$ cat config.mk
export PLATFORM = sky130hd
export DESIGN_NAME = mc_lvl_pwm
export DESIGN_NICKNAME = d
export VERILOG_FILES = /design/src/rtl/mc_lvl_pkg.sv /design/src/rtl/mc_tri_gen.sv /design/src/rtl/mc_ref_bias.sv /design/src/rtl/mc_region_cmp.sv /design/src/rtl/mc_lvl_pwm.sv
export SDC_FILE = /design/constraint.sdc
export NUM_CORES = 1
export LEC_CHECK = 0
export BUFFER_PORTS_ARGS = -buffer_cell sky130_fd_sc_hd__buf_2
export CAP_MARGIN = 20
export CORE_ASPECT_RATIO = 0.5
export CORE_MARGIN = 5
export CORE_UTILIZATION = 35
export DETAILED_ROUTE_END_ITERATION = 6
export PLACE_DENSITY_LB_ADDON = 0.3
export SYNTH_ARGS = -nofsm -noshare
export SYNTH_HDL_FRONTEND = slang
export SYNTH_SLANG_ARGS = --single-unit
$ cat constraint.sdc
create_clock -name clk -period 13.85 [get_ports clk]
set_input_delay 1.385 -clock clk [delete_from_list [all_inputs] [get_ports clk]]
set_output_delay 1.385 -clock clk [all_outputs]
set_load 0.1 [all_outputs]
$ cat src/rtl/mc_lvl_pkg.sv
package mc_lvl_pkg;
    localparam int NCAR  = 11;
    localparam int NREG  = NCAR + 1;
    localparam int REG_W = 4;
    localparam int NPH   = 3;

    typedef enum logic [0:0] {
        TRI_RISE = 1'b0,
        TRI_FALL = 1'b1
    } tri_dir_e;

    typedef logic [REG_W-1:0] region_t;
endpackage

$ cat src/rtl/mc_tri_gen.sv
module mc_tri_gen
    import mc_lvl_pkg::*;
#(
    parameter int CAR_H = 64,
    parameter int DIV_W = 8,
    parameter int TRI_W = 7
) (
    input  logic             clk,
    input  logic             rst_n,
    input  logic             sync,
    input  logic [DIV_W-1:0] car_div,
    output logic [TRI_W-1:0] tri_val,
    output tri_dir_e         tri_dir
);
    tri_dir_e         state_q, state_d;
    logic [TRI_W-1:0] tri_q, tri_d;
    logic [DIV_W-1:0] pre_q, pre_d;
    logic             step;

    // state register
    always_ff @(posedge clk or negedge rst_n) begin
        if (!rst_n) state_q <= TRI_RISE;
        else        state_q <= state_d;
    end

    // next state
    always_comb begin
        step    = (pre_q >= car_div);
        state_d = state_q;
        if (sync) begin
            state_d = TRI_RISE;
        end else if (step) begin
            unique case (state_q)
                TRI_RISE: if (tri_q == TRI_W'(CAR_H - 1)) state_d = TRI_FALL;
                TRI_FALL: if (tri_q == TRI_W'(1))         state_d = TRI_RISE;
            endcase
        end
    end

    // outputs: counter and prescaler
    always_comb begin
        tri_d = tri_q;
        pre_d = step ? '0 : pre_q + 1'b1;
        if (sync) begin
            tri_d = '0;
            pre_d = '0;
        end else if (step) begin
            unique case (state_q)
                TRI_RISE: tri_d = tri_q + 1'b1;
                TRI_FALL: tri_d = tri_q - 1'b1;
            endcase
        end
    end

    always_ff @(posedge clk or negedge rst_n) begin
        if (!rst_n) begin
            tri_q <= '0;
            pre_q <= '0;
        end else begin
            tri_q <= tri_d;
            pre_q <= pre_d;
        end
    end

    assign tri_val = tri_q;
    assign tri_dir = state_q;
endmodule

$ cat src/rtl/mc_ref_bias.sv
module mc_ref_bias
    import mc_lvl_pkg::*;
#(
    parameter int CAR_H = 64,
    parameter int REF_W = 12,
    parameter int IDX_W = 4,
    parameter int BW    = 14
) (
    input  logic signed [REF_W-1:0] ref_in,
    input  logic        [IDX_W-1:0] range_idx,
    output logic signed [BW-1:0]    biased
);
    localparam int TOP = NCAR * CAR_H;

    logic        [IDX_W-1:0] idx_sat;
    logic signed [BW-1:0]    ref_ext, bias_v, sum;

    always_comb begin
        if (range_idx == '0)                 idx_sat = IDX_W'(1);
        else if (range_idx > IDX_W'(NCAR))   idx_sat = IDX_W'(NCAR);
        else                                 idx_sat = range_idx;
    end

    assign ref_ext = BW'(ref_in);
    assign bias_v  = $signed(BW'(idx_sat) * BW'(CAR_H / 2));
    assign sum     = ref_ext + bias_v;

    always_comb begin
        if (sum < 0)              biased = '0;
        else if (sum > BW'(TOP))  biased = BW'(TOP);
        else                      biased = sum;
    end
endmodule

$ cat src/rtl/mc_region_cmp.sv
module mc_region_cmp
    import mc_lvl_pkg::*;
#(
    parameter int CAR_H = 64,
    parameter int TRI_W = 7,
    parameter int BW    = 14
) (
    input  logic                 clk,
    input  logic                 rst_n,
    input  logic [TRI_W-1:0]     tri_val,
    input  logic signed [BW-1:0] biased,
    output region_t              region
);
    logic signed [BW-1:0] car [NCAR];
    logic [NCAR-1:0]      hit;
    region_t              cnt, region_q;

    for (genvar k = 0; k < NCAR; k++) begin : g_car
        assign car[k] = $signed(BW'(tri_val)) + BW'(k * CAR_H);
        assign hit[k] = (car[k] <= biased);
    end

    always_comb begin
        cnt = REG_W'(1);
        for (int k = 0; k < NCAR; k++) cnt = cnt + REG_W'(hit[k]);
    end

    always_ff @(posedge clk or negedge rst_n) begin
        if (!rst_n) region_q <= REG_W'(1);
        else        region_q <= cnt;
    end

    assign region = region_q;
endmodule

$ cat src/rtl/mc_lvl_pwm.sv
module mc_lvl_pwm
    import mc_lvl_pkg::*;
#(
    parameter int CAR_H = 64,
    parameter int REF_W = 12,
    parameter int DIV_W = 8,
    parameter int IDX_W = 4
) (
    input  logic                    clk,
    input  logic                    rst_n,
    input  logic signed [REF_W-1:0] ref_a,
    input  logic signed [REF_W-1:0] ref_b,
    input  logic signed [REF_W-1:0] ref_c,
    input  logic        [IDX_W-1:0] range_idx,
    input  logic        [DIV_W-1:0] car_div,
    input  logic                    sync,
    output logic [3:0]              region_a,
    output logic [3:0]              region_b,
    output logic [3:0]              region_c
);
    localparam int TRI_W = $clog2(CAR_H + 1);
    localparam int TOP_W = $clog2(NCAR * CAR_H + 1) + 1;
    localparam int BW    = ((REF_W > TOP_W) ? REF_W : TOP_W) + 2;

    logic [TRI_W-1:0]        tri_val;
    tri_dir_e                tri_dir;
    logic signed [REF_W-1:0] ref_arr [NPH];
    logic signed [BW-1:0]    biased  [NPH];
    region_t                 reg_arr [NPH];

    assign ref_arr[0] = ref_a;
    assign ref_arr[1] = ref_b;
    assign ref_arr[2] = ref_c;

    mc_tri_gen #(.CAR_H(CAR_H), .DIV_W(DIV_W), .TRI_W(TRI_W)) u_tri (
        .clk(clk), .rst_n(rst_n), .sync(sync), .car_div(car_div),
        .tri_val(tri_val), .tri_dir(tri_dir)
    );

    for (genvar p = 0; p < NPH; p++) begin : g_ph
        mc_ref_bias #(.CAR_H(CAR_H), .REF_W(REF_W), .IDX_W(IDX_W), .BW(BW)) u_bias (
            .ref_in(ref_arr[p]), .range_idx(range_idx), .biased(biased[p])
        );
        mc_region_cmp #(.CAR_H(CAR_H), .TRI_W(TRI_W), .BW(BW)) u_cmp (
            .clk(clk), .rst_n(rst_n), .tri_val(tri_val),
            .biased(biased[p]), .region(reg_arr[p])
        );
    end

    assign region_a = reg_arr[0];
    assign region_b = reg_arr[1];
    assign region_c = reg_arr[2];
endmodule

======== Word level (Yosys, flattened, before mapping) ========
Cells that the tools add are included.
operators by class
  reduce and logical (&&, ||, !) cells .... 2
  $add $sub $neg .......................... 49
  equality and inequality tests ........... 2
  multiplexer cells ....................... 18
  $lt $le $gt $ge ......................... 41
  bitwise operators ....................... 1
operators by type and width
  operator                 count
  $le A14 B14 Y1           30
  $add A4 B1 Y4            30
  $mux W14                 6
  $le A8 B14 Y1            3
  $add A7 B9 Y10 const B   4
  $add A12 B10 Y13         3
  $gt A13 B11 Y1 const B   3
  $lt A13 B1 Y1 const B    3
  $add A7 B10 Y11 const B  3
  $add A7 B8 Y9 const B    2
  $mux W8                  2
  $mux W7                  2
  $pmux W7 S2              1
  $add A7 B7 Y8 const B    1
  $add A8 B1 Y8 const B    1
  $ge A8 B8 Y1             1
  $mux W4                  2
  $add A7 B1 Y7 const B    1
  $eq A7 B1 Y1 const B     1
  $eq A7 B6 Y1 const B     1
  $sub A7 B1 Y7 const B    1
  $add A1 B1 Y2 const A    3
  $gt A4 B4 Y1 const B     1
  $logic_not A4 Y1         1
  other kinds (4)          7
word-level totals
  output and inout bits ................... 12
  register bits after elaboration ......... 28
  input port bits ......................... 51

======== Logic depth before layout (Yosys ltp) ========
  word-level depth ........................ 19
  depth in mapped cells ................... 28
  gate-level depth less buffers ........... 27

======== Cells and area by module ========
Synthesis repeated with hierarchy kept, for this count alone.
second synthesis, totals
  cell total of the unflattened synthesis .. 653
  area, all modules ....................... 5351.4 um^2
by module, submodules not included
  module         cells each  area an instance (um^2)  instances
  mc_region_cmp  117         959.7                    3
  mc_ref_bias    60          456.7                    3
  mc_tri_gen     122         1102.3                   1

======== Least setup slack after synthesis ========
No wires, ideal clock.
  path type ............................... input to register
  from .................................... input range_idx[2]
  to ...................................... register g_ph[0].u_cmp.region_q[1]
  data arrival time ....................... 7.650 ns
  cell stages on the path ................. 25
  required time ........................... 13.714 ns
  setup time .............................. 0.136 ns
  buffers on the path ..................... 1
  path slack .............................. 6.064 ns
  cells stage by stage .................... buf_2 -> o31ai_1 -> ha_1 -> or4_1 -> o31ai_1 -> nor3_1 -> o21a_1 -> or2_2 -> a211oi_4 -> nand2_1 -> ha_1 -> nor2b_1 -> o21a_1 -> o21ai_0 -> a211oi_1 -> o21ai_0 -> nand2_1 -> o31ai_1 -> fa_1 -> fa_1 -> fa_1 -> inv_1 -> fa_1 -> inv_1 -> fa_1
on the way
  word-level cells in the longest chain between the ends .. 19
  elaborated cells on any way between the ends .. 31
  those cells by class .................... add/sub: 12; order compare: 14; mux: 4; reduce/logical: 1
ends and longest elaborated chain
  what                        RTL line             source
  start: declaration          mc_lvl_pwm.sv:14     input logic [IDX_W-1:0] range_idx,
  $gt A4 B4 Y1                mc_ref_bias.sv:20    else if (range_idx > IDX_W'(NCAR)) idx_sat = IDX_W'(NCAR);
  $mux W4                     mc_ref_bias.sv:20
  $mux W4 *                   mc_ref_bias.sv:19    if (range_idx == '0) idx_sat = IDX_W'(1);
  $add A12 B10 Y13 *          mc_ref_bias.sv:26    assign sum = ref_ext + bias_v;
  $gt A13 B11 Y1              mc_ref_bias.sv:30    else if (sum > BW'(TOP)) biased = BW'(TOP);
  $mux W14                    mc_ref_bias.sv:30
  $mux W14 *                  mc_ref_bias.sv:29    if (sum < 0) biased = '0;
  $le A8 B14 Y1               mc_region_cmp.sv:20  assign hit[k] = (car[k] <= biased);
  $add A1 B1 Y2               mc_region_cmp.sv:25  for (int k = 0; k < NCAR; k++) cnt = cnt + REG_W'(hit[k]);
  $add A4 B1 Y4 (9 in a row)  mc_region_cmp.sv:25
  $add A4 B1 Y4 *             mc_region_cmp.sv:25
  via g_ph[0].u_cmp.cnt[1]    mc_region_cmp.sv:16  region_t cnt, region_q;
  end signal: assignment      mc_region_cmp.sv:30  else region_q <= cnt;
  end: declaration            mc_region_cmp.sv:16
The timed path passes the listed nets; every way through them passes the cells marked *.
A chain may end at the register's enable or synchronous reset.

======== Worst setup path after layout ========
  from .................................... input range_idx[3]
  to ...................................... register g_ph[0].u_cmp.region_q[1]
The elaborated chain is that of the path after synthesis.

==> results.cfg <==
[pwr]
combPwrFrac_pct = 72.1
clock_power_share_pct = 12.1
total_power_mw = 0.733
pwr-share-seq_pct = 15.8
p_int_mw = 0.348
power.density_nw_per_um2 = 135
switching_share_pct = 52.5
ir_drop_mv = 0.149
leakagePower_nw = 2.50
power.switching_mw = 0.385

[setup_path]
crit_required_ns = 14.00
worstSetupStartpointType = input port
end_kind = flop
path_class = input port to flop
cp_max_fo = 10
critPathArrivalTime_ns = 8.23
regToRegSetupSlack_ns = 8.56

[timing]
post-route-period-util_pct = 58.4
tns_ns = 0
max_slew_margin_pct = 48.2
period_needed_ns = 8.08
setup_viol = 0
worst_clock_skew_ns = 0.00397
finalMaxSlewViolations = 0
rsz0062_at_grt = false
tightest_slew_ns = 0.777
finalHoldViolations = 0
max_freq_ghz = 0.124

[global_route]
grt_max_degree = 29
antenna_found_initial = 0
grt_overflow = 0
grtUsageTotal_pct = 13.6
grt_pass1_wl_um = 19000
grt_pass1_vias = 4201

[floorplanning]
rows = 30
die_area_um2 = 16400
boundaryPins = 63
die_h_um = 93.2
start_util_pct = 35.8
fp.dieW_um = 176
core-area_um2 = 13600

[synth]
syn-cell-area_um2 = 4850
synth_top_cell_by_area = ha_1
synth-main-ff-cell = dfrtp_1
synth_top_area_share_pct = 18.6
syn_avg_cell_area_um2 = 8.27
yosys_warnings = 0
synth.distinct_cells = 82
async_flop_share_pct = 100
synth-seq-cells = 28
synth-edff-count = 0
synth_area_leaders = ha_1, dfrtp_1, fa_1
ys_seq_area_share_pct = 14.5
synth_nets = 730
postSynthCellCount = 586

[clocking]
cts_root_buf = clkbuf_16
cts_num_sinks = 28
cts_tree = built
postCtsResizedCells = 0
h-tree-depth = 1
numCtsBuffers = 3
cts_buffer_depth = 2
postCtsHoldBufs = 0
insertion_delay_ns = 0.27
clk_pin_slew_ns = 0.07
cts_setup_buffers = 0

[final_layout]
fin_util_pct = 40.2
layout.nets = 786
final_cells = 833
seqCellArea_um2 = 704
antenna_cells = 0
fillers = 1355
drive_above_1_share_pct = 16.4
syn2layout_area_growth_pct = 12.4
multi_input_area_um2 = 3840

[detailed_routing]
drt-total-wl_um = 11400
first_iter_violations = 221
viasPerCell = 5.26
met1_length_um = 5390
ant_nets = 0
wl_met3_um = 313
post_drt_wl_per_cell_um = 13.7
routed-wl-met2_um = 5600
top_layer_used = met4
dr.pass1.iters = 4
drc_errors = 0
vias = 4382

[placement]
io_buffer_count = 62
gp_congestion = 0.821
placed_cells = 829
dp_hpwl_um = 9430

[run_status]
outcome = finished clean

[job]
maxCapViolCount = 0

[hold_path]
hold_class = flop to flop
==> synth_stat cells (4+ instances only) <==
cell type and n:
a211oi_1 9, nor2b_1 9, and3_1 7, nand4_1 5, a31oi_1 5, a21oi_1 22
o21ai_0 27, o211ai_1 5, a221oi_1 4, o221ai_1 4, fa_1 21, nand2b_1 4
o31ai_1 10, and2_1 8, a21o_1 10, clkbuf_1 6, or2_2 8, xnor2_1 18
a22oi_1 7, o21a_1 13, xor2_1 6, inv_1 63, nand3_1 22, o22ai_1 4
nor2_1 56, dfrtp_1 25, ha_1 72, nor3_1 14, nand2_1 38
==> power by group through the flow <==
stage	clock network, mW	logic, mW	registers, mW
after floorplan	0	0.298	0.250
after global placement	0	0.517	0.118
after detailed placement	0	0.538	0.117
after CTS	0.0914	0.539	0.116
after global routing	0.0935	0.591	0.118
final	0.0887	0.529	0.116
==> worst max-delay path: stages <==
cell and delay [ns]:
buf_2 0.17, o31ai_1 0.46, ha_1 0.34, or4_1 0.52, o31ai_1 0.21, nor3_1 0.07
o21a_1 0.25, or2_2 0.37, a211oi_4 0.27, nand2_1 0.11, ha_1 0.30, nor2b_1 0.13
o21a_1 0.11, o21ai_0 0.12, a211oi_1 0.40, nor2_1 0.08, nor2_1 0.24, and3_1 0.23
fa_1 0.42, fa_1 0.52, fa_1 0.55, inv_1 0.06, fa_1 0.42, inv_1 0.10
fa_1 0.41
==> stage by stage <==
step                      cell area (um^2)  hold slack (ns)  setup WS, ns
after floorplan                       4850            0.467          6.06
after global placement                5350            0.504          5.66
after detailed placement              5350            0.530          5.42
after CTS                             5450            0.543          5.69
after global routing                  5450            0.586          5.29
final                                 5450            0.532          5.77
==> routing by layer <==
| metal | vias up | track usage (%) |
|---|---|---|
| li1 | 2254 | - |
| met1 | 2065 | 17.6 |
| met2 | 57 | 24.3 |
| met3 | 6 | 2.58 |
| met4 | 0 | 1.74 |
| met5 | - | 0 |
==> area by class of cell <==
cell class	instances	area share, %
multi-input cells	481	70.4
flip-flops and latches	28	12.9
repair buffers	63	5.83
inverters	65	4.48
well taps	192	4.41
clock buffers	3	1.38
clock inverters	1	0.551
==> placed cells by master (no fill, tap or decap), types with 9 or more instances in the layout <==
master and count:
buf_2 62, o21ai_0 27, nor2b_1 9, inv_1 63, o31ai_1 10, xnor2_1 18, dfrtp_1 25, fa_1 21
o21a_1 13, nor2_1 56, nor3_1 14, nand3_1 22, nand2_1 38, ha_1 72, a21oi_1 22, a21o_1 10
a211oi_1 9
==> path summary, 6_finish.rpt <==
kind / start / endpoint / depth (start not counted)
hold / removal: u_tri.pre_q[0]$_DFF_PN0_ / u_tri.pre_q[0]$_DFF_PN0_ / 1
setup / recovery: range_idx[3] / g_ph[0].u_cmp.region[1]$_DFF_PN0_ / 25
hold reg to reg: u_tri.pre_q[0]$_DFF_PN0_ / u_tri.pre_q[0]$_DFF_PN0_ / 1
max in group asynchronous: rst_n / u_tri.pre_q[0]$_DFF_PN0_ / 1
min in group asynchronous: rst_n / g_ph[1].u_cmp.region[3]$_DFF_PN0_ / 1
setup reg to reg: u_tri.tri_val[6]$_DFFE_PN0P_ / g_ph[2].u_cmp.region[1]$_DFF_PN0_ / 13
==> kinds of logic (layout without fill, tap and decap cells) <==
| logic type | Yosys count | count (layout) | share of synthesized area [%] |
|---|---|---|---|
| AND/OR/NAND/NOR | 193 | 193 | 20.1 |
| AO/OA/AOI/OAI | 171 | 171 | 27.5 |
| flip-flops | 28 | 28 | 14.5 |
| adder cells (fa/ha/maj) | 93 | 93 | 27.3 |
| buffers and inverters | 77 | 132 | 6.27 |
| XOR/XNOR | 24 | 24 | 4.34 |
==> flip-flops by register name, indices dropped and copies added (netlist names) <==
name,flops
u_tri.tri_dir,1
g_ph.u_cmp.region,12
u_tri.pre_q,8
u_tri.tri_val,7
Note: power is estimated with default switching activity, not from simulation.
